<file path="src/rtl/nvs_pkg.sv">
package nvs_pkg;
  typedef enum logic [1:0] {
    SEL_ADDR = 2'd0,
    SEL_DATA = 2'd1,
    SEL_CTRL = 2'd2,
    SEL_KEY  = 2'd3
  } slot_e;

  localparam int B_FETCH  = 0;
  localparam int B_LAUNCH = 1;
  localparam int B_PERMIT = 2;
  localparam int B_ERR    = 3;
  localparam int B_DONE   = 4;

  localparam logic [7:0] KEY_FIRST  = 8'h55;
  localparam logic [7:0] KEY_SECOND = 8'hAA;
endpackage

</file>
<file path="src/rtl/nvs_key_seq.sv">
module nvs_key_seq
  import nvs_pkg::*;
(
  input  logic       clk,
  input  logic       rst,
  input  logic       bus_wr,
  input  logic [1:0] bus_sel,
  input  logic [7:0] bus_wdata,
  output logic       armed
);
  typedef enum logic [1:0] {K_IDLE, K_HALF, K_ARMED} key_st_e;
  key_st_e st_q, st_d;

  always_comb begin
    st_d = st_q;
    if (bus_wr) begin
      if (bus_sel == SEL_KEY) begin
        if (st_q == K_HALF)
          st_d = (bus_wdata == KEY_SECOND) ? K_ARMED : K_IDLE;
        else
          st_d = (bus_wdata == KEY_FIRST) ? K_HALF : K_IDLE;
      end else begin
        st_d = K_IDLE;
      end
    end
  end

  always_ff @(posedge clk) begin
    if (rst) st_q <= K_IDLE;
    else     st_q <= st_d;
  end

  assign armed = (st_q == K_ARMED);
endmodule

</file>
<file path="src/rtl/nvs_array.sv">
module nvs_array #(
  parameter int DEPTH = 64,
  parameter int DW    = 8,
  localparam int AW   = $clog2(DEPTH)
) (
  input  logic          clk,
  input  logic          we,
  input  logic [AW-1:0] waddr,
  input  logic [DW-1:0] wdata,
  input  logic          re,
  input  logic [AW-1:0] raddr,
  output logic [DW-1:0] rdata
);
  logic [DW-1:0] mem [DEPTH];

  always_ff @(posedge clk) begin
    if (we) mem[waddr] <= wdata;
    if (re) rdata <= mem[raddr];
  end
endmodule

</file>
<file path="src/rtl/nvs_wtimer.sv">
module nvs_wtimer #(
  parameter int WR_LAT = 16,
  localparam int CW    = $clog2(WR_LAT + 1)
) (
  input  logic clk,
  input  logic rst,
  input  logic start,
  input  logic abort,
  output logic busy,
  output logic finish,
  output logic killed
);
  logic [CW-1:0] cnt_q;

  assign finish = busy && !abort && (cnt_q == '0);
  assign killed = busy && abort;

  always_ff @(posedge clk) begin
    if (rst) begin
      busy  <= 1'b0;
      cnt_q <= '0;
    end else if (busy) begin
      if (abort || cnt_q == '0) busy <= 1'b0;
      else                      cnt_q <= cnt_q - 1'b1;
    end else if (start) begin
      busy  <= 1'b1;
      cnt_q <= CW'(WR_LAT - 1);
    end
  end
endmodule

</file>
<file path="src/rtl/nvs_ctrl.sv">
module nvs_ctrl
  import nvs_pkg::*;
#(
  parameter int DEPTH  = 64,
  parameter int WR_LAT = 16,
  localparam int AW    = $clog2(DEPTH)
) (
  input  logic       clk,
  input  logic       rst,
  input  logic       bus_wr,
  input  logic [1:0] bus_sel,
  input  logic [7:0] bus_wdata,
  output logic [7:0] bus_rdata,
  input  logic       ext_abort,
  output logic       done_irq
);
  logic [AW-1:0] addr_q, lat_addr_q;
  logic [7:0]    data_q, lat_data_q, mem_q;
  logic          permit_q, err_q, done_q, fetch_q;
  logic          key_armed, busy, finish, killed;
  logic          ctrl_wr, start, fetch_go;

  assign ctrl_wr  = bus_wr && (bus_sel == SEL_CTRL);
  assign start    = ctrl_wr && bus_wdata[B_LAUNCH] && permit_q && key_armed && !busy;
  assign fetch_go = ctrl_wr && bus_wdata[B_FETCH];

  nvs_key_seq u_key (
    .clk(clk), .rst(rst), .bus_wr(bus_wr), .bus_sel(bus_sel),
    .bus_wdata(bus_wdata), .armed(key_armed)
  );

  nvs_wtimer #(.WR_LAT(WR_LAT)) u_tmr (
    .clk(clk), .rst(rst), .start(start), .abort(ext_abort),
    .busy(busy), .finish(finish), .killed(killed)
  );

  nvs_array #(.DEPTH(DEPTH), .DW(8)) u_mem (
    .clk(clk), .we(finish), .waddr(lat_addr_q), .wdata(lat_data_q),
    .re(fetch_go), .raddr(addr_q), .rdata(mem_q)
  );

  always_ff @(posedge clk) begin
    if (rst) begin
      addr_q     <= '0;
      data_q     <= '0;
      permit_q   <= 1'b0;
      err_q      <= 1'b0;
      done_q     <= 1'b0;
      fetch_q    <= 1'b0;
      lat_addr_q <= '0;
      lat_data_q <= '0;
    end else begin
      fetch_q <= fetch_go;
      if (bus_wr && bus_sel == SEL_ADDR) addr_q <= bus_wdata[AW-1:0];
      if (fetch_q)                            data_q <= mem_q;
      else if (bus_wr && bus_sel == SEL_DATA) data_q <= bus_wdata;
      if (ctrl_wr) begin
        permit_q <= bus_wdata[B_PERMIT];
        err_q    <= bus_wdata[B_ERR];
        done_q   <= bus_wdata[B_DONE];
      end
      if (finish) done_q <= 1'b1;
      if (killed) err_q  <= 1'b1;
      if (start) begin
        lat_addr_q <= addr_q;
        lat_data_q <= data_q;
      end
    end
  end

  always_comb begin
    unique case (bus_sel)
      SEL_ADDR: bus_rdata = {{(8-AW){1'b0}}, addr_q};
      SEL_DATA: bus_rdata = data_q;
      SEL_CTRL: bus_rdata = {3'b000, done_q, err_q, permit_q, busy, fetch_q};
      default:  bus_rdata = 8'h00;
    endcase
  end

  assign done_irq = done_q;
endmodule

</file>
<file path="config.mk">
export PLATFORM = sky130hd
export DESIGN_NAME = nvs_ctrl
export DESIGN_NICKNAME = d
export VERILOG_FILES = /design/src/rtl/nvs_pkg.sv /design/src/rtl/nvs_key_seq.sv /design/src/rtl/nvs_array.sv /design/src/rtl/nvs_wtimer.sv /design/src/rtl/nvs_ctrl.sv
export SDC_FILE = /design/constraint.sdc
export NUM_CORES = 1
export LEC_CHECK = 0
export BUFFER_PORTS_ARGS = -buffer_cell sky130_fd_sc_hd__buf_2
export CAP_MARGIN = 15
export CORE_MARGIN = 1
export CORE_UTILIZATION = 50
export CTS_CLUSTER_DIAMETER = 30
export CTS_CLUSTER_SIZE = 25
export DETAILED_ROUTE_END_ITERATION = 8
export HOLD_SLACK_MARGIN = 0.03
export PLACE_DENSITY = 0.65
export SLEW_MARGIN = 20
export SYNTH_ARGS = -nofsm -noshare
export SYNTH_HDL_FRONTEND = slang
export SYNTH_SLANG_ARGS = --single-unit
</file>
<file path="constraint.sdc">
create_clock -name clk -period 5.1 [get_ports clk]
set_clock_uncertainty 0.2 [all_clocks]
set_input_delay 0.51 -clock clk [delete_from_list [all_inputs] [get_ports clk]]
set_output_delay 0.51 -clock clk [all_outputs]
set_load 0.05 [all_outputs]
</file>
==> summary.txt <==
Die
  – Chip height: roughly 210 µm
  – Io pins: 23
  – Die footprint: approximately 45000 µm²
  – Starting Density: 0.511
  – Core area: ~43000 µm²
  – Row count: 76
  – Die W: 213 µm

Worst setup path
  – WS Path Type: reg -> reg
  – Worst Path Arrival: between 3 and 4 ns
  – Worst r2r path cells: 7
  – Largest delay share family, worst path: simple AND/OR/NAND/NOR gates
  – Worst path slowest cell: nor2_1
  – Worst endpoint required time: between 5 and 6 ns
  – CP Launch Point: u_tmr.cnt_q[0]
  – Worst setup SP type: flop
  – CP Capture Point: u_mem.mem[22][2]
  – Crit-path max cell delay: roughly 0.78 ns
  – Cell depth of the worst setup path: 7
  – CP bufs+invs: 1
  – Critical path peak fanout: 8
  – Critical Path Most Common Cell: nor2_1
  – Setup slack, reg-to-reg: 1.57 ns
  – Reg2reg end: u_mem.mem[22][2]
  – RR Startpoint: u_tmr.cnt_q[0]
  – Worst path cell trace: inv_1 > ha_1 > or3b_2 > nand3b_1 > nor2_1 > nand3_1 > nor2_1
  – Critical path endpoint category: flop

Synth
  – Synth unique cells: 49
  – Post-synthesis cell count: between 1000 and 1500
  – Synth area leaders: edfxtp_1, mux4_2, dfxtp_1
  – Number of synthesized flops with an enable pin: 520
  – Post-synthesis mux area share: 0.164
  – Area share of and/or/nand/nor cells after synthesis: 0.0466
  – Most frequent cell after synthesis: edfxtp_1
  – Async SR Flop Fraction: 0
  – Largest area contributor in the netlist: edfxtp_1
  – Syn_nets: 1169
  – Post-synthesis sequential area ratio: 0.741
  – Largest family of logic cells by synthesized area: multiplexers
  – Cell Area, Synth: roughly 22000 µm²
  – Adder-cell share of the synthesized area: 0.000564
  – Seq cells post-synth: 560
  – Post-synthesis compound-gate area fraction: 0.0264
  – Synth top area share: 0.704
  – Most common library cells after synthesis: edfxtp_1, nor2_1, mux4_2
  – Top_reg_cell synth: edfxtp_1
  – Syn avg cell area: 19.2 µm²
  – Synth Warn #: 0
  – Synth Area in XOR/XNOR: 0.000790

Drt
  – Per-cell routed wire length: 26.2 µm
  – Post-route DRC: 0
  – Number of vias per cell: 5.90
  – Total length of routed wires: ~50000 µm
  – Initial drt markers: ~1200
  – Vias: between 10000 and 15000
  – Post-route ant nets: 0
  – First drt pass iteration count: 6

Clocking
  – Clock Latency Late Sink: approximately 0.63 ns
  – CTS Root Cell: clkbuf_16
  – CTS tree: yes
  – Reg clk slew, reported paths: 0.05 ns
  – CTS resizes: 0
  – CTS Sinks: 560
  – H-tree levels: 3
  – Num CTS Buffers: 96
  – Deepest clock path buffer count: 3

Flow run
  – Max cap viols: 0

Worst hold path
  – Worst Hold Class: in -> reg

Power
  – Max rail drop VDD: 0.270 mV
  – Leakage: ~7.5 nW
  – Overall power: about 12 mW
  – Pwr dens: around 450 nW/µm²

Timing
  – Tightest Pin Transition: roughly 0.89 ns
  – Unrepaired setup endpoints after global routing: no
  – Final TNS setup: 0 ns
  – Fin worst setup slack: between 1.5 and 2 ns
  – Count of final hold-check violations: 0
  – FMAX: approximately 280 MHz
  – Fin. max-slew vios: 0
  – Slew headroom: 0.404
  – Shortest period the worst path allows: about 3.5 ns
  – # setup viols final: 0
  – Fin crit share: 0.692

Global routing
  – Global-route wire length before repair: roughly 74000 µm
  – Antenna violations before repair: 0
  – Vias in the first global route: around 11000
  – Total GRT Usage: 0.231
  – Largest net degree at the start of global routing: between 70 and 80
  – GRT overflow: 0

Place
  – HPWL after DPL: approximately 30000 µm
  – Number of port buffers: 22
  – GPL Wtd Cong: roughly 0.80
  – Pre-CTS setup slack: approximately 1.6 ns

Cells and area
  – Share of post-route cells with drive strength above 1: 0.255
  – Ant diodes: 0
  – NumNets Final: 1252
  – Area Growth Syn to Fin: 18.4%

Run status
  – Status: complete, no violations
[per-layer routing]
metal	up-vias	track usage	wire length, µm
li1	4869	-	-
met1	5792	0.332	21800
met2	464	0.345	22900
met3	104	0.0461	3580
met4	2	0.101	1630
met5	-	0.00779	48
[sequential cells by signal, summed over array words and instances (netlist names)]
| signal | count |
|---|---|
| u_tmr.cnt_q | 5 |
| permit_q | 1 |
| lat_data_q | 8 |
| addr_q | 6 |
| err_q | 1 |
| u_key.st_q | 2 |
| u_mem.mem | 512 |
| data_q | 8 |
| u_tmr.busy | 1 |
| u_mem.rdata | 8 |
| lat_addr_q | 6 |
| done_irq | 1 |
| fetch_q | 1 |
[final cells by class]
class | count | area (µm²)
clock inverter | 72 | 983
multi-input combinational | 525 | 5290
fill | 3068 | 17100
timing repair buffer | 47 | 323
inverter | 7 | 26.3
clock buffer | 108 | 2450
tap | 585 | 732
sequential | 560 | 16400
[cell usage in the layout (no fill, tap or decap), drive strengths merged, types with 2 or more instances in the layout]
master       count
o21a             6
nand3b           6
clkinv          30
or3              7
mux2            15
dfxtp           40
mux2i           49
nand2b           9
clkinvlp        13
nor3             4
inv             16
bufinv          20
edfxtp         520
o211ai           7
nor4             5
dlygate4sd3      5
o21ai           25
or3b             2
and2             2
buf             42
a21oi           30
nor2           121
a211oi           4
nand2           55
mux4           128
nor2b           12
a22o             5
o31ai            3
o22ai           13
nand3            6
clkbuf         108
[what timing repair did]
item / in CTS / in global routing
setup buffers: 0 / 0
hold buffers: 5 / 0
endpoints found under the hold margin: 7 / 0
[kinds of logic (layout without fill, tap and decap cells)]
logic type | count (synthesis) | in the layout
multiplexers | 192 | 192
adder cells (fa/ha/maj) | 1 | 1
AO/OA/AOI/OAI | 97 | 97
AND/OR/NAND/NOR | 233 | 233
XOR/XNOR | 2 | 2
flip-flops | 560 | 560
buffers and inverters | 69 | 234
[per-stage QoR]
| stage | hold slack [ns] | cells | instance area (µm²) | utilization |
|---|---|---|---|---|
| 2_1_floorplan | 0.241 | 1154 | 22200 | - |
| 3_3_place_gp | 0.250 | 1719 | 22800 | 0.525 |
| 3_5_place_dp | 0.252 | 1719 | 22800 | 0.525 |
| 4_1_cts | 0.0405 | 1904 | 26200 | 0.605 |
| 5_1_grt | 0.0844 | 1904 | 26200 | 0.605 |
| 6_report | 0.0801 | 1904 | 26200 | 0.605 |
[worst reg2reg max path: cells and delay by family, from the launching register on]
family,cells,cell delay (ns)
adders and majority gates,1,0.16
buffers and inverters,1,0.07
DFF,1,0.33
and+or+nand+nor,5,2.38
[worst min path at each step]
stage	startpoint	endpoint	depth (start not counted)
2_1_floorplan	data_q[6]	lat_data_q[6]	2
3_3_place_gp	data_q[5]	lat_data_q[5]	2
3_5_place_dp	data_q[5]	lat_data_q[5]	2
4_1_cts	bus_wdata[4]	addr_q[4]	3
5_1_grt	bus_wdata[4]	addr_q[4]	3
6_report	bus_wdata[4]	addr_q[4]	3
[power by group]
group | switching (mW) | total (mW) | leakage, nW | internal [mW]
clock network | 2.26 | 6.75 | 1.63 | 4.49
registers | 0.0186 | 4.98 | 4.54 | 4.96
logic | 0.0839 | 0.143 | 1.32 | 0.0592
total | 2.36 | 11.9 | 7.49 | 9.51
(Power assumes the default switching activity.)
